### src/rtl/cdr_pkg.sv
package cdr_pkg;

  typedef enum logic {
    MODE_RECOVER = 1'b0,
    MODE_BYPASS  = 1'b1
  } chan_mode_e;

  // Next phase step: late edges (2..half) hold, early edges (half+1..osr-2)
  // skip one, edges near zero leave the normal increment alone.
  function automatic int unsigned next_phase(input int unsigned ph,
                                             input logic        edge_seen,
                                             input int unsigned osr);
    int unsigned half;
    half = osr / 2;
    if (!edge_seen)                    return (ph + 1) % osr;
    if (ph >= 2 && ph <= half)         return ph;
    if (ph > half && ph <= osr - 2)    return (ph + 2) % osr;
    return (ph + 1) % osr;
  endfunction

  function automatic logic clk_level(input int unsigned ph,
                                     input int unsigned osr);
    return (ph < osr / 2);
  endfunction

endpackage

### src/rtl/cdr_phase_track.sv
module cdr_phase_track
  import cdr_pkg::*;
#(
  parameter  int unsigned OSR  = 16,
  localparam int unsigned PH_W = $clog2(OSR)
) (
  input  logic clk,
  input  logic rst_n,
  input  logic pos_in,
  input  logic neg_in,
  output logic sample_now,
  output logic rec_clk
);

  localparam int unsigned HALF = OSR / 2;

  logic [PH_W-1:0] phase_q;
  logic            mark;
  logic            mark_d;
  logic            pulse_edge;

  assign mark       = pos_in | neg_in;
  assign pulse_edge = mark & ~mark_d;
  assign sample_now = (phase_q == PH_W'(HALF));
  assign rec_clk    = clk_level(32'(phase_q), OSR);

  always_ff @(posedge clk) begin
    if (!rst_n) begin
      phase_q <= '0;
      mark_d  <= 1'b0;
    end else begin
      phase_q <= PH_W'(next_phase(32'(phase_q), pulse_edge, OSR));
      mark_d  <= mark;
    end
  end

  // without an edge the counter steps by one
  p_freerun_r2: assert property (@(posedge clk) disable iff (!rst_n)
    !pulse_edge |=> phase_q == $past(phase_q) + PH_W'(1));

  // late edge holds the counter
  p_hold_r4: assert property (@(posedge clk) disable iff (!rst_n)
    (pulse_edge && 32'(phase_q) >= 2 && 32'(phase_q) <= HALF)
      |=> phase_q == $past(phase_q));

  // early edge advances by two
  p_skip_r4: assert property (@(posedge clk) disable iff (!rst_n)
    (pulse_edge && 32'(phase_q) > HALF && 32'(phase_q) <= OSR - 2)
      |=> phase_q == $past(phase_q) + PH_W'(2));

  // clock falls exactly at the sample phase and rises at phase zero
  p_fall_r3: assert property (@(posedge clk) disable iff (!rst_n)
    $fell(rec_clk) |-> sample_now);
  p_rise_r3: assert property (@(posedge clk) disable iff (!rst_n)
    $rose(rec_clk) |-> phase_q == '0);

endmodule

### src/rtl/cdr_retimer.sv
module cdr_retimer (
  input  logic clk,
  input  logic rst_n,
  input  logic rail_in,
  input  logic sample_now,
  output logic rail_q
);

  logic rail_d;
  logic seen;
  logic rise;

  assign rise = rail_in & ~rail_d;

  always_ff @(posedge clk) begin
    if (!rst_n) begin
      rail_d <= 1'b0;
      seen   <= 1'b0;
      rail_q <= 1'b0;
    end else begin
      rail_d <= rail_in;
      if (sample_now) begin
        rail_q <= seen | rise;
        seen   <= 1'b0;
      end else begin
        seen   <= seen | rise;
      end
    end
  end

  // retimed data moves only after a sample point
  p_hold_r5: assert property (@(posedge clk) disable iff (!rst_n)
    !sample_now |=> $stable(rail_q));

  // a rise at the sample point is reported
  p_take_r5: assert property (@(posedge clk) disable iff (!rst_n)
    (sample_now && rise) |=> rail_q);

endmodule

### src/rtl/cdr_out_sel.sv
module cdr_out_sel
  import cdr_pkg::*;
(
  input  chan_mode_e mode,
  input  logic       raw_pos,
  input  logic       raw_neg,
  input  logic       rec_clk,
  input  logic       rec_pos,
  input  logic       rec_neg,
  output logic       clk_o,
  output logic       pos_o,
  output logic       neg_o
);

  always_comb begin
    if (mode == MODE_BYPASS) begin
      clk_o = raw_pos ^ raw_neg;
      pos_o = raw_pos;
      neg_o = raw_neg;
    end else begin
      clk_o = rec_clk;
      pos_o = rec_pos;
      neg_o = rec_neg;
    end
  end

endmodule

### src/rtl/cdr_channel.sv
module cdr_channel
  import cdr_pkg::*;
#(
  parameter int unsigned OSR = 16
) (
  input  logic       clk,
  input  logic       rst_n,
  input  chan_mode_e mode,
  input  logic       pos_in,
  input  logic       neg_in,
  output logic       clk_o,
  output logic       pos_o,
  output logic       neg_o
);

  localparam int unsigned RAILS = 2;

  logic             sample_now;
  logic             rec_clk;
  logic [RAILS-1:0] rail_raw;
  logic [RAILS-1:0] rail_rt;

  assign rail_raw = {neg_in, pos_in};

  cdr_phase_track #(.OSR(OSR)) track_i (
    .clk        (clk),
    .rst_n      (rst_n),
    .pos_in     (pos_in),
    .neg_in     (neg_in),
    .sample_now (sample_now),
    .rec_clk    (rec_clk)
  );

  for (genvar r = 0; r < RAILS; r++) begin : g_rail
    cdr_retimer rt_i (
      .clk        (clk),
      .rst_n      (rst_n),
      .rail_in    (rail_raw[r]),
      .sample_now (sample_now),
      .rail_q     (rail_rt[r])
    );
  end

  cdr_out_sel sel_i (
    .mode    (mode),
    .raw_pos (pos_in),
    .raw_neg (neg_in),
    .rec_clk (rec_clk),
    .rec_pos (rail_rt[0]),
    .rec_neg (rail_rt[1]),
    .clk_o   (clk_o),
    .pos_o   (pos_o),
    .neg_o   (neg_o)
  );

  // bypassed channel shows raw rails and their XOR
  p_bypass_r6: assert property (@(posedge clk) disable iff (!rst_n)
    (mode == MODE_BYPASS) |-> (pos_o == pos_in && neg_o == neg_in
                               && clk_o == (pos_in ^ neg_in)));

  // recovering channel forwards the tracker clock
  p_recclk_r3: assert property (@(posedge clk) disable iff (!rst_n)
    (mode == MODE_RECOVER) |-> clk_o == rec_clk);

endmodule

### src/rtl/rz_clock_recovery.sv
module rz_clock_recovery
  import cdr_pkg::*;
#(
  parameter int unsigned OSR = 16,
  parameter int unsigned NCH = 2
) (
  input  logic           clk_ref,
  input  logic           rst_n,
  input  logic           force_bypass,
  input  logic [NCH-1:0] chan_bypass,
  input  logic [NCH-1:0] pos_pulse,
  input  logic [NCH-1:0] neg_pulse,
  output logic [NCH-1:0] rec_clk,
  output logic [NCH-1:0] rec_pos,
  output logic [NCH-1:0] rec_neg
);

  for (genvar c = 0; c < NCH; c++) begin : g_ch
    chan_mode_e mode;

    assign mode = (force_bypass || chan_bypass[c]) ? MODE_BYPASS : MODE_RECOVER;

    cdr_channel #(.OSR(OSR)) ch_i (
      .clk    (clk_ref),
      .rst_n  (rst_n),
      .mode   (mode),
      .pos_in (pos_pulse[c]),
      .neg_in (neg_pulse[c]),
      .clk_o  (rec_clk[c]),
      .pos_o  (rec_pos[c]),
      .neg_o  (rec_neg[c])
    );

    // global force wins over the channel bit
    p_force_r7: assert property (@(posedge clk_ref) disable iff (!rst_n)
      force_bypass |-> (rec_pos[c] == pos_pulse[c] && rec_neg[c] == neg_pulse[c]
                        && rec_clk[c] == (pos_pulse[c] ^ neg_pulse[c])));
  end

endmodule

### config.mk
export PLATFORM = sky130hd
export DESIGN_NAME = rz_clock_recovery
export DESIGN_NICKNAME = d
export VERILOG_FILES = /design/src/rtl/cdr_pkg.sv /design/src/rtl/cdr_phase_track.sv /design/src/rtl/cdr_retimer.sv /design/src/rtl/cdr_out_sel.sv /design/src/rtl/cdr_channel.sv /design/src/rtl/rz_clock_recovery.sv
export SDC_FILE = /design/constraint.sdc
export NUM_CORES = 1
export LEC_CHECK = 0
export BUFFER_PORTS_ARGS = -buffer_cell sky130_fd_sc_hd__buf_2
export CAP_MARGIN = 20
export CORE_ASPECT_RATIO = 1.75
export CORE_MARGIN = 2
export CORE_UTILIZATION = 57
export CTS_CLUSTER_SIZE = 20
export DETAILED_ROUTE_END_ITERATION = 6
export GPL_TIMING_DRIVEN = 0
export PLACE_DENSITY = 0.84
export SLEW_MARGIN = 15
export SYNTH_ARGS = -nofsm -noshare
export SYNTH_HDL_FRONTEND = slang
export SYNTH_SLANG_ARGS = --single-unit
### constraint.sdc
create_clock -name clk_ref -period 2.08 [get_ports clk_ref]
set_input_delay 0.104 -clock clk_ref [delete_from_list [all_inputs] [get_ports clk_ref]]
set_output_delay 0.104 -clock clk_ref [all_outputs]
set_load 0.005 [all_outputs]
### Yosys cells after proc, flatten, opt, wreduce, memory -nomap -nowiden

Cells that the tools add are included.

| operators by class | value |
|---|---|
| add/subtract/negate cells | 4 |
| $mul | 0 |
| divide/modulo/power cells | 0 |
| order comparisons | 10 |
| equal/unequal tests | 2 |
| shifts and indexed selects | 0 |
| multiplexer cells | 38 |
| bitwise operators | 21 |
| reductions and logical operators | 8 |

Operators with widths:

| kind | number |
|---|---|
| 4-bit two-way mux | 12 |
| 1-bit two-way mux | 26 |
| 4-bit <= comparator, second input constant | 4 |
| 4-bit by 1-bit adder with 4-bit output, second input constant | 2 |
| 4-bit by 2-bit adder with 4-bit output, second input constant | 2 |
| 4-bit equality test, second input constant | 2 |
| 4-bit by 2-bit greater-or-equal comparator with 1-bit output, second input constant | 2 |
| 4-bit greater-than comparator, second input constant | 2 |
| 4-bit < comparator, second input constant | 2 |
| 1-bit NOT | 7 |
| 1-bit AND | 6 |
| 1-bit bitwise OR | 6 |
| 1-bit logical AND | 4 |
| 2-bit OR reduction | 2 |
| 1-bit logical OR | 2 |
| 1-bit XOR | 2 |

| word-level totals | value |
|---|---|
| register bits | 22 |
| latch bits | 0 |
| RAM bits | 0 |
| memory bits (read-only) | 0 |
| output and inout port bits | 6 |
| logic and storage cells | 99 |
| memories | 0 |

### Logic depth before layout (Yosys ltp)

Gate-level depths: netlist of run 1.

| depth | value |
|---|---|
| word-level depth | 12 |
| gate-level depth with buffers | 7 |
| mapped depth without buffers | 6 |

### Cells and area by module

From an unflattened synthesis of run 1, not the netlist that was laid out.

| unflattened totals | value |
|---|---|
| cells, all modules | 148 |
| area total of the unflattened synthesis | 1361.3 µm² |

Modules (own cells, without submodules):

| module | instances | cells each | area an instance (µm²) | seq. area each (µm²) |
|---|---|---|---|---|
| cdr_phase_track | 2 | 48 | 419.2 | 100.1 |
| cdr_retimer | 4 | 10 | 107.6 | 60.1 |
| cdr_out_sel | 2 | 5 | 40.0 | 0.0 |
| rz_clock_recovery | 1 | 2 | 12.5 | 0.0 |

### Least setup slack after synthesis of run 1

No wires, ideal clock.

| timing | value |
|---|---|
| path type | register -> register |
| start | reg g_ch[1].ch_i.track_i.phase_q[0] |
| end | reg g_ch[1].ch_i.track_i.phase_q[1] |
| library setup time | 131 ps |
| data arrival time | 1509 ps |
| required time | 1949 ps |
| path slack | 440 ps |
| cell stages (with the launch flop) | 7 |
| path buffers | 0 |
| clock period less this slack | 1640 ps |
| path through | dfxtp_1 -> inv_1 -> ha_1 -> or4_4 -> a21bo_4 -> mux2i_1 -> o311ai_1 |

| between the ends | value |
|---|---|
| word-level cells in the longest chain between the ends | 9 |
| elaborated cells on any way between the ends | 21 |
| those cells by class | 2 x add/sub; 4 x order compare; 13 x mux; 2 x reduce/logical |

RTL lines:

| element | line | source |
|---|---|---|
| from (decl) | cdr_phase_track.sv:17 | `logic [PH_W-1:0] phase_q;` |
| from (signal assigned) | cdr_phase_track.sv:32 | `phase_q <= PH_W'(next_phase(32'(phase_q), pulse_edge, OSR));` |
| 4-bit greater-than comparator or 4-bit <= comparator (tied branches) | cdr_pkg.sv:17 | `if (ph > half && ph <= osr - 2) return (ph + 2) % osr;` |
| 1-bit logical AND | cdr_pkg.sv:17 |  |
| 1-bit two-way mux (2 in series) | cdr_pkg.sv:17 |  |
| 1-bit two-way mux | cdr_pkg.sv:16 | `if (ph >= 2 && ph <= half) return ph;` |
| 1-bit two-way mux | cdr_phase_track.sv:28 | `if (!rst_n) begin` |
| 4-bit two-way mux | cdr_pkg.sv:18 | `return (ph + 1) % osr;` |
| 4-bit two-way mux | cdr_pkg.sv:17 |  |
| 4-bit two-way mux (*) | cdr_pkg.sv:16 |  |

Every way passes the cells marked *; elsewhere a longest branch is shown, timed or not. The select of a mux whose other input is x is not followed.
A chain may end at the register's enable or synchronous reset.

### Worst setup path after layout of run 1

| timing | value |
|---|---|
| start | reg g_ch[0].ch_i.track_i.phase_q[1] |
| end | reg g_ch[0].ch_i.track_i.phase_q[3] |

| between the ends | value |
|---|---|
| word-level cells in the longest chain between the ends | 9 |
| elaborated cells on any way between the ends | 21 |
| those cells by class | 2 x add/sub; 4 x order compare; 13 x mux; 2 x reduce/logical |

RTL lines:

| element | line |
|---|---|
| from (decl) | cdr_phase_track.sv:17 |
| from (signal assigned) | cdr_phase_track.sv:32 |
| 4-bit greater-than comparator or 4-bit <= comparator (tied branches) | cdr_pkg.sv:17 |
| 1-bit logical AND | cdr_pkg.sv:17 |
| 1-bit two-way mux (2 in series) | cdr_pkg.sv:17 |
| 1-bit two-way mux | cdr_pkg.sv:16 |
| 1-bit two-way mux | cdr_phase_track.sv:28 |
| 4-bit two-way mux | cdr_pkg.sv:18 |
| 4-bit two-way mux | cdr_pkg.sv:17 |
| 4-bit two-way mux (*) | cdr_pkg.sv:16 |

Marked as above.

==> impl_results.md, run 1 <==
- Status: completed
- Ant. Diodes: 0
- Levels on crit path: 6
- Average via count per standard cell: 5.762
- Final nets: 206
- Detailed-route DRC error count: 0
- Core Region: 0.002273 mm^2
- CTS root buf: clkbuf_8
- Post-cts repair resize count: 0
- Cell row count: 23
- Combinational fraction of design power: 50.7%
- Synth Instances: 168
- Critical path's top delay family: compound AO/OA/AOI/OAI gates
- Achievable Freq: 555.7 MHz
- Number of H-tree branching levels: 1
- Kind of capture point of the worst setup path: flop
- Detailed-router iteration count before antenna repair: 4
- Clock Skew: 0.005188 ns
- Setup Buffers After CTS: 0
- Internal power: 1134 uW
- Max-cap violations: 0
- Portion of total power attributed to the clock network: 13.7%
- Number of synthesized register bits: 22
- # port buffers: 14
- Final worst-path cycle share: 86.51%
- First-pass GRT wire length: 4664 um
- Number of primary I/O pins: 15
- Critical Setup Path Class: reg -> reg
- Routed Wire Length: 2853 um
- Total cell area at the placement stage: 0.001459 mm^2
- Post-Syn Nets: 187
- Worst slew margin: 64.02%
- GRT Overall Usage: 23.98%
- Most common cell in the synthesized netlist: nor2_1
- Number of enable flip-flop cells after synthesis: 0
- Instance count after placement with tap cells included: 207
- Maximum fanout along the worst path: 9
- Total power draw: 1899 uW
- Power Density: 1266 mW/mm^2
- Via count of the first global-routing pass: 1215
- Width of the chip: 40.89 um
- Power spent charging and discharging nets: 765.3 uW
- Most used flip-flop cell after synthesis: dfxtp_1
- Highest-delay cell along the critical path: dfxtp_1
- Average routed wire per standard cell: 13.59 um
- Asr flop ratio synth: 0%
- Final hold slack: 0.1076 ns
- Sequential fraction of design power: 35.7%
- Pleak: 0.0006691 uW
- Cell area after layout: 0.001500 mm^2
- Residual antenna-violating net count after detailed routing: 0
- Cell area after technology mapping: 0.001358 mm^2
- Endpoint required time on the critical path: 2.26 ns
- Cell-by-cell trace of the critical path: inv_1, ha_1, nand2b_1, o211ai_1, o2bb2ai_1, a211oi_1
- Maximum number of pins on one net before global-route repair: 12
- Initial drt markers: 29
- CP Data Arrival Time: 1.98 ns
- Number of cells traversed by the worst register-to-register path: 6
- Warning count from the yosys run: 0
- Switching part of the total: 40.31%
- Floorplan die height: 68.56 um
- Clock tree sinks: 22
- Area growth from synthesis to final layout: 10.51%
- Hold path cells: 3
- Setup repair after global routing missed its margin: no
- Slew Limit Fails: 0
- Fill cell instance count of the final layout: 190
- Layout Cells excl Fill: 210
- Avg Synthesized Cell Area: 8.081 um^2
- Clock tree from TritonCTS: yes
- Pin slew with the least headroom to its limit: 0.5398 ns
- Count of final setup violators: 0
- Critical Path Source Type: flop
- Cell taking the most area after synthesis: dfxtp_1
- Worst min-delay path category: in -> reg
- Total half-perimeter wirelength after legalization and detailed placement: 2289 um
- Multi-input logic area: 785.8 um^2
- Biggest cell delay along the critical path: 0.51 ns
- Sum of buffers and inverters on the critical path: 1
- Ranking of synthesized cells by area: dfxtp_1 32%, ha_1 9.2%, nor2_1 7.5%
- Total congestion overflow after global routing: 0
- Initial standard-cell utilization of the core: 59.71%
- Reg clk slew, reported paths: 0.08 ns
- Area used by sequential logic in the layout: 440.4 um^2
- Worst skew pair latency: 0.26 ns
- Number of vias after detailed routing: 1210
- Setup Total Neg Slack: 0 ns
- Fraction of layout instances using a drive strength above 1: 19.46%
- Num CTS Buffers: 3
- Worst-case vdd ir drop: 0.9410 mV
- Tmin final: 1.800 ns
- Yosys top cell area share: 32.44%
- Die ar.: 0.002803 mm^2
- Commonest cells in the netlist: 27 x nor2_1, 22 x dfxtp_1, 18 x inv_1
- Global placement routability congestion: 0.8659
- Hold-fix buffers, CTS: 0
- Final Hold Vio Count: 0
- Post-synth cell types: 35
- Number of buffers between clock root and the deepest sink: 2
- Portion of the post-synthesis area used by sequential elements: 32.44%
- Antenna violations before repair: 0
==> power by group through the flow <==
stage,registers (uW),clock network (uW),logic (uW)
after floorplan,644,0,787
after global placement,672,0,899
after detailed placement,684,0,956
after CTS,673,265,962
after global routing,695,280,1080
final,678,259,962
==> cell usage in the layout (no fill, tap or decap), types with 3 or more instances in the layout <==
master and n:
buf_2 14, clkbuf_8 3, a211oi_1 6, o21ai_0 4
a21oi_1 7, inv_1 18, buf_4 7, nand2_1 16
dfxtp_1 22, nand2b_1 4, ha_1 10, mux2i_1 7
nor2_1 27
==> logic make-up after synthesis <==
kind of cell	Yosys count	synth area share, %
flops	22	32.44
fa+ha+maj	10	9.217
xor+xnor	2	1.291
simple gates	61	20.55
compound gates	36	20.00
buf+inv	28	9.677
mux	9	6.820
==> layer usage <==
layer	part of all wire [%]	track usage [%]	vias to the layer above	wire, um
met3	2.5	3.205	8	71
met1	37	22.70	574	1069
met2	58	45.12	22	1645
met4	2.3	12.50	0	66
met5	0	0	-	0
li1	-	-	606	-
==> state kept, by name (all words and copies together), names as in the netlist <==
register	flops
g_ch.ch_i.g_rail.rt_i.rail_d	4
g_ch.ch_i.g_rail.rt_i.rail_q	4
g_ch.ch_i.g_rail.rt_i.seen	4
g_ch.ch_i.track_i.mark_d	2
g_ch.ch_i.track_i.phase_q	8
==> per-stage QoR <==
step,worst slack (ns),util [%]
finish,0.2805,65.99
global route,0.1611,65.99
CTS,0.3024,65.99
detailed placement,0.3117,64.17
global placement,0.3547,64.17
floorplan,0.4401,-
==> final timing paths <==
kind / to / slack, ns / from
setup / recovery: g_ch[0].ch_i.track_i.phase_q[3] / 0.28 / g_ch[0].ch_i.track_i.phase_q[1]
hold / removal: g_ch[1].ch_i.g_rail[0].rt_i.rail_d / 0.11 / pos_pulse[1]
setup reg to reg: g_ch[0].ch_i.track_i.phase_q[3] / 0.28 / g_ch[0].ch_i.track_i.phase_q[1]
hold reg to reg: g_ch[0].ch_i.g_rail[0].rt_i.seen / 0.47 / g_ch[0].ch_i.g_rail[0].rt_i.seen
==> cell type report <==
type | count | share of cell area [%]
Clock buffer | 3 | 2.752
Buffer | 9 | 4.003
Multi-Input combinational cell | 118 | 52.38
Timing Repair Buffer | 14 | 4.671
Tap cell | 25 | 2.085
Inverter | 19 | 4.754
Sequential cell | 22 | 29.36
==> worst reg2reg max path: stages (launching register included) <==
cell,delay [ns]
dfxtp_1,0.51
inv_1,0.12
ha_1,0.22
nand2b_1,0.21
o211ai_1,0.23
o2bb2ai_1,0.18
a211oi_1,0.24
(Power assumes the default switching activity.)
==> inputs of run 2 (changes only) <==
--- a/config.mk
+++ b/config.mk
@@ -9,11 +9,11 @@
 export CAP_MARGIN = 20
 export CORE_ASPECT_RATIO = 1.75
 export CORE_MARGIN = 2
-export CORE_UTILIZATION = 57
+export CORE_UTILIZATION = 52
 export CTS_CLUSTER_SIZE = 20
 export DETAILED_ROUTE_END_ITERATION = 6
 export GPL_TIMING_DRIVEN = 0
-export PLACE_DENSITY = 0.84
+export PLACE_DENSITY = 0.81
 export SLEW_MARGIN = 15
 export SYNTH_ARGS = -nofsm -noshare
 export SYNTH_HDL_FRONTEND = slang
==> constraint.sdc (replaced) <==
create_clock -name clk_ref -period 1.5 [get_ports clk_ref]
set_input_delay 0.075 -clock clk_ref [delete_from_list [all_inputs] [get_ports clk_ref]]
set_output_delay 0.075 -clock clk_ref [all_outputs]
set_load 0.005 [all_outputs]
==> run 2 against run 1 <==
  * The run now ends with setup timing left
  * Critical path depth is 1 lower
  * Clock skew up 0.00068 ns
  * Wire length is 18% higher
  * Critical path type unchanged
  * Largest cell class unchanged
==> impl_results.md, run 2 (synthesis gave the netlist of run 1 again) <==
- Status: finished with violations (was completed)
- Failing checks: setup timing
- Layout Cells excl Fill: 221 (was 210)
- Commonest non-fill, non-tap cells in the layout: 27 x nor2_1, 16 x nand2_1, 16 x buf_4 (was 27 x nor2_1, 22 x dfxtp_1, 18 x inv_1)
- Final Hold Vio Count: 0 (unchanged)
- # port buffers: 14 (unchanged)
- Area growth from synthesis to final layout: 24.98% (was 10.51%)
- Worst skew pair latency: 0.26 ns (about the same)
- Detailed-route DRC error count: 0 (unchanged)
- Final Worst Setup Slack: -0.1054 ns (was 0.2805 ns)
- Count of final setup violators: 4 (was 0)
- Floorplan die height: 71.59 um (was 68.56 um)
- CTS root buf: clkbuf_8 (unchanged)
- Worst slew margin: 66.48% (was 64.02%)
- Average via count per standard cell: 5.824 (was 5.762)
- Endpoint required time on the critical path: 1.64 ns (was 2.26 ns)
- Maximum number of pins on one net before global-route repair: 12 (unchanged)
- Worst min-delay path category: in -> reg (unchanged)
- Core Region: 0.002492 mm^2 (was 0.002273 mm^2)
- Routed Wire Length: 3355 um (was 2853 um)
- Slew Limit Fails: 0 (unchanged)
- Hold-fix buffers, CTS: 0 (unchanged)
- Pleak: 0.0007272 uW (was 0.0006691 uW)
- Residual antenna-violating net count after detailed routing: 0 (unchanged)
- Fraction of layout instances using a drive strength above 1: 35.38% (was 19.46%)
- Final nets: 216 (was 206)
- Critical Setup Path Class: reg -> reg (unchanged)
- Critical Path Source Type: flop (unchanged)
- Biggest cell delay along the critical path: 0.41 ns (was 0.51 ns)
- Max-cap violations: 0 (unchanged)
- Critical path's top delay family: simple AND/OR/NAND/NOR gates (was compound AO/OA/AOI/OAI gates)
- Instance count after placement with tap cells included: 208 (was 207)
- Most common library cell in the layout ignoring fill and taps: nor2_1 (unchanged)
- Number of flip-flops in the largest register: 8 (unchanged)
- Clock tree from TritonCTS: yes (unchanged)
- Final hold slack: 0.05590 ns (was 0.1076 ns)
- Reg clk slew, reported paths: 0.07 ns (was 0.08 ns)
- Initial drt markers: 31 (was 29)
- Power Density: 1871 mW/mm^2 (was 1266 mW/mm^2)
- Clock tree sinks: 22 (unchanged)
- Clock Skew: 0.005864 ns (was 0.005188 ns)
- Maximum fanout along the worst path: 7 (was 9)
- Worst-case vdd ir drop: 1.218 mV (was 0.9410 mV)
- Kind of capture point of the worst setup path: flop (unchanged)
- Number of H-tree branching levels: 1 (unchanged)
- First-pass GRT wire length: 5375 um (was 4664 um)
- Number of primary I/O pins: 15 (unchanged)
- Number of vias after detailed routing: 1287 (was 1210)
- Setup repair after global routing missed its margin: yes (was no)
- Sum of buffers and inverters on the critical path: 0 (was 1)
- Fill cell instance count of the final layout: 201 (was 190)
- Via count of the first global-routing pass: 1325 (was 1215)
- CP Data Arrival Time: 1.75 ns (was 1.98 ns)
- Final worst-path cycle share: 107.0% (was 86.51%)
- Width of the chip: 42.63 um (was 40.89 um)
- Highest-delay cell along the critical path: or4_4 (was dfxtp_1)
- Cell row count: 24 (was 23)
- Average routed wire per standard cell: 15.18 um (was 13.59 um)
- Number of buffers between clock root and the deepest sink: 2 (unchanged)
- Die ar.: 0.003052 mm^2 (was 0.002803 mm^2)
- Pin slew with the least headroom to its limit: 0.5028 ns (was 0.5398 ns)
- Achievable Freq: 622.9 MHz (was 555.7 MHz)
- Total congestion overflow after global routing: 0 (unchanged)
- Detailed-router iteration count before antenna repair: 4 (unchanged)
- Largest register by flop count: g_ch.ch_i.track_i.phase_q (unchanged)
- Num CTS Buffers: 3 (unchanged)
- Ant. Diodes: 0 (unchanged)
- Global placement routability congestion: 0.8213 (was 0.8659)
- Tmin final: 1.605 ns (was 1.800 ns)
- Initial standard-cell utilization of the core: 54.47% (was 59.71%)
- Cell-by-cell trace of the critical path: ha_4, or4_4, a21bo_4, mux2i_1, o311ai_1 (was inv_1, ha_1, nand2b_1, o211ai_1, o2bb2ai_1, a211oi_1)
- GRT Overall Usage: 22.24% (was 23.98%)
- Total half-perimeter wirelength after legalization and detailed placement: 2280 um (was 2289 um)
- Antenna violations before repair: 0 (unchanged)
run 2: area by class of cell:
cell class              instances  area (um^2)  share of cell area, %
multi-input cells             118        874.6                  51.55
flip-flops and latches         22        462.9                  27.29
repair buffers                 24        148.9                  8.776
inverters                      19        76.32                  4.499
plain buffers                   9        60.06                  3.540
clock buffers                   3        41.29                  2.434
well taps                      26        32.53                  1.917
run 2: through the flow:
step	power [uW]	TNS, ns	instance area (um^2)	util, %	setup slack (ns)
floorplan	1998	-0.08443	1363	-	-0.06267
global placement	2196	-0.8127	1465	58.79	-0.1655
detailed placement	2287	-1.456	1465	58.79	-0.2492
CTS	2875	-0.2310	1597	64.06	-0.1083
global route	3374	-0.5441	1697	68.07	-0.1833
finish	3175	-0.2890	1697	68.07	-0.1054
run 2: worst reg2reg max path, stage by stage (launching register included):
cell and delay (ns):
dfxtp_4 0.39, ha_4 0.16, or4_4 0.41, a21bo_4 0.23, mux2i_1 0.19, o311ai_1 0.11
run 2: what timing repair did:
item                       4_1_cts  5_1_grt
pin swaps                        6        7
gates resized for setup         15       18
buffers inserted                 6        5
setup endpoints to repair        8        9
run 2: power by group:
part / internal, uW / leakage, uW / total [uW] / switching, uW
registers: 792 / 0.000186 / 1010 / 219
logic: 943 / 0.000519 / 1810 / 866
clock network: 179 / 0.0000216 / 355 / 176
run 2: worst paths after layout:
| kind | start | to | slack [ns] | cells after the start |
|---|---|---|---|---|
| min reg2reg | g_ch[0].ch_i.g_rail[0].rt_i.seen | g_ch[0].ch_i.g_rail[0].rt_i.seen | 0.47 | 2 |
| max | g_ch[1].ch_i.track_i.phase_q[1] | g_ch[1].ch_i.track_i.phase_q[1] | -0.11 | 5 |
| max reg2reg | g_ch[1].ch_i.track_i.phase_q[1] | g_ch[1].ch_i.track_i.phase_q[1] | -0.11 | 5 |
| min | neg_pulse[0] | g_ch[0].ch_i.g_rail[1].rt_i.rail_d | 0.06 | 3 |
run 2: layer usage:
metal	wire length (um)	vias up	global-route usage, %
li1	-	629	-
met1	1164	632	21.08
met2	2072	20	45.12
met3	66	6	2.771
met4	52	0	8.681
met5	0	-	0
==> inputs of run 3 (changes only) <==
--- a/config.mk
+++ b/config.mk
@@ -9,11 +9,12 @@
 export CAP_MARGIN = 20
 export CORE_ASPECT_RATIO = 1.75
 export CORE_MARGIN = 2
-export CORE_UTILIZATION = 52
+export CORE_UTILIZATION = 54
+export CTS_BUF_LIST = sky130_fd_sc_hd__clkbuf_8
 export CTS_CLUSTER_SIZE = 20
 export DETAILED_ROUTE_END_ITERATION = 6
 export GPL_TIMING_DRIVEN = 0
-export PLACE_DENSITY = 0.81
+export PLACE_DENSITY = 0.77
 export SLEW_MARGIN = 15
 export SYNTH_ARGS = -nofsm -noshare
 export SYNTH_HDL_FRONTEND = slang
==> constraint.sdc (replaced) <==
create_clock -name clk_ref -period 1.4 [get_ports clk_ref]
set_input_delay 0.07 -clock clk_ref [delete_from_list [all_inputs] [get_ports clk_ref]]
set_output_delay 0.07 -clock clk_ref [all_outputs]
set_load 0.005 [all_outputs]
==> run 3 against run 2 <==
  * The flow still finishes with violations (setup timing)
  * Final cell count up 5.9%
  * Power up 24%
  * Register-to-register slack worse by 0.15 ns
  * Wire length up 12%
  * Via count up 2.6%
  * Utilization up 10 points
  * Count of clock-buffer cells in the layout unchanged
  * Sequential share of layout area down 2.5 points
  * Hold slack better by 0.0022 ns
  * Critical path type unchanged
  * Largest cell class unchanged
  * Highest routed layer unchanged
==> impl_results.md, run 3 (synthesis gave the netlist of run 1 again) <==
- CTS root buf: clkbuf_8 (unchanged)
- Critical Setup Path Class: reg -> reg (unchanged)
- Area growth from synthesis to final layout: 39.82% (was 24.98%)
- Clock Skew: 0.007177 ns (was 0.005864 ns)
- Initial drt markers: 27 (was 31)
- Multi-input logic area: 954.7 um^2 (was 874.6 um^2)
- Setup Total Neg Slack: -1.042 ns (was -0.2890 ns)
- Maximum number of pins on one net before global-route repair: 13 (was 12)
- Endpoint required time on the critical path: 1.54 ns (was 1.64 ns)
- Maximum fanout along the worst path: 6 (was 7)
- Critical Path Source Type: flop (unchanged)
- Achievable Freq: 605.6 MHz (was 622.9 MHz)
- Final Worst Setup Slack: -0.2512 ns (was -0.1054 ns)
- Power Density: 2070 mW/mm^2 (was 1871 mW/mm^2)
- Clock tree sinks: 22 (unchanged)
- Core Region: 0.002432 mm^2 (was 0.002492 mm^2)
- CP Data Arrival Time: 1.79 ns (was 1.75 ns)
- Die ar.: 0.002947 mm^2 (was 0.003052 mm^2)
- Slew Limit Fails: 0 (unchanged)
- Status: finished with violations (unchanged)
- Final worst-path cycle share: 117.9% (was 107.0%)
- Sequential fraction of design power: 27.8% (was 31.8%)
- Number of buffers between clock root and the deepest sink: 2 (unchanged)
- Global placement routability congestion: 0.8283 (was 0.8213)
- Routed Wire Length: 3771 um (was 3355 um)
- Average via count per standard cell: 5.645 (was 5.824)
- Number of H-tree branching levels: 1 (unchanged)
- Internal power: 2378 uW (was 1914 uW)
- Failing checks: setup timing (unchanged)
- Via count of the first global-routing pass: 1259 (was 1325)
- Initial standard-cell utilization of the core: 55.81% (was 54.47%)
- Antenna violations before repair: 0 (unchanged)
- Worst-case vdd ir drop: 1.511 mV (was 1.218 mV)
- Reg clk slew, reported paths: 0.07 ns (about the same)
- Pleak: 0.0008102 uW (was 0.0007272 uW)
- Residual antenna-violating net count after detailed routing: 0 (unchanged)
- Worst skew pair latency: 0.27 ns (was 0.26 ns)
- Width of the chip: 41.90 um (was 42.63 um)
- Number of vias after detailed routing: 1321 (was 1287)
- First-pass GRT wire length: 5478 um (was 5375 um)
- Area used by sequential logic in the layout: 470.5 um^2 (was 462.9 um^2)
- Max-cap violations: 0 (unchanged)
- Combinational fraction of design power: 61.9% (was 57.0%)
- Fraction of layout instances using a drive strength above 1: 44.23% (was 35.38%)
- Commonest non-fill, non-tap cells in the layout: 28 x buf_4, 24 x nor2_1, 16 x nand2_1 (was 27 x nor2_1, 16 x nand2_1, 16 x buf_4)
- Largest register by flop count: g_ch.ch_i.track_i.phase_q (unchanged)
- Final nets: 228 (was 216)
- Detailed-router iteration count before antenna repair: 4 (unchanged)
- Num CTS Buffers: 3 (unchanged)
- Ant. Diodes: 0 (unchanged)
- Portion of total power attributed to the clock network: 10.3% (was 11.2%)
- Count of final setup violators: 8 (was 4)
- Clock tree from TritonCTS: yes (unchanged)
- Cell area after layout: 0.001898 mm^2 (was 0.001697 mm^2)
- # port buffers: 14 (unchanged)
- Tmin final: 1.651 ns (was 1.605 ns)
- Worst slew margin: 64.28% (was 66.48%)
- Worst min-delay path category: in -> reg (unchanged)
- Post-placement worst setup slack: -0.3382 ns (was -0.2492 ns)
- Average routed wire per standard cell: 16.12 um (was 15.18 um)
- Pin slew with the least headroom to its limit: 0.5357 ns (was 0.5028 ns)
- Total congestion overflow after global routing: 0 (unchanged)
- Number of primary I/O pins: 15 (unchanged)
- Final Hold Vio Count: 0 (unchanged)
- Total half-perimeter wirelength after legalization and detailed placement: 2296 um (was 2280 um)
- Final hold slack: 0.05811 ns (was 0.05590 ns)
- Power spent charging and discharging nets: 1551 uW (was 1261 uW)
- Kind of capture point of the worst setup path: flop (unchanged)
- Floorplan die height: 70.33 um (was 71.59 um)
- GRT Overall Usage: 24.12% (was 22.24%)
- Fill cell instance count of the final layout: 157 (was 201)
- Total cell area at the placement stage: 0.001469 mm^2 (was 0.001465 mm^2)
- Hold-fix buffers, CTS: 0 (unchanged)
- Number of flip-flops in the largest register: 8 (unchanged)
- Switching part of the total: 39.47% (was 39.71%)
- Setup repair after global routing missed its margin: yes (unchanged)
- Cell row count: 24 (unchanged)
- Most common library cell in the layout ignoring fill and taps: buf_4 (was nor2_1)
- Detailed-route DRC error count: 0 (unchanged)
-- run 3: worst max-delay path, cell delays in order, from the launching register on --
cell and delay [ns]:
dfxtp_4 0.38, buf_12 0.13, ha_4 0.15, nor2b_4 0.12
o211ai_1 0.36, mux2i_1 0.27, o311ai_1 0.12
-- run 3: metal layers --
metal / global-route usage (%) / vias to the layer above / share of wire, %
met3: 3.101 / 16 / 2.3
li1: - / 653 / -
met4: 10.75 / 0 / 3.6
met1: 23.10 / 618 / 34
met2: 47.92 / 34 / 61
met5: 0 / - / 0
-- run 3: per-stage QoR --
stage	std cells	utilization (%)	power [uW]
2_1_floorplan	168	-	2150
3_5_place_dp	208	60.39	2453
6_report	234	78.04	3929
5_1_grt	234	78.04	4180
4_1_cts	218	67.49	3182
3_3_place_gp	208	60.39	2366
-- run 3: final timing paths --
check	slack, ns	depth (start not counted)	end	from
max	-0.25	6	g_ch[1].ch_i.track_i.phase_q[1]	g_ch[1].ch_i.track_i.phase_q[1]
min	0.06	3	g_ch[0].ch_i.g_rail[1].rt_i.rail_d	neg_pulse[0]
max reg2reg	-0.25	6	g_ch[1].ch_i.track_i.phase_q[1]	g_ch[1].ch_i.track_i.phase_q[1]
min reg2reg	0.49	2	g_ch[1].ch_i.g_rail[1].rt_i.seen	g_ch[1].ch_i.g_rail[1].rt_i.seen
-- run 3: layout make-up --
cell class                 instances  share of cell area [%]
timing repair buffer              36                   13.38
sequential                        22                   24.79
clock buffer                       3                   2.175
inverter                          19                   4.285
clock inverter                     1                  0.1978
multi-input combinational        118                   50.30
buffer                             9                   3.164
tap                               26                   1.714
-- run 3: power groups by stage --
stage               sequential [uW]  clock (uW)  combinational (uW)
floorplan                       976           0                1170
global placement               1020           0                1340
detailed placement             1030           0                1420
CTS                            1030         401                1750
global route                   1120         429                2640
finish                         1090         405                2430
-- run 3: timing repair --
| action | in CTS | in global routing |
|---|---|---|
| cloned | 0 | 0 |
| gates resized for setup | 22 | 27 |
| setup buffers | 6 | 16 |
| endpoints found under the setup margin | 14 | 14 |
| pin swaps | 9 | 10 |
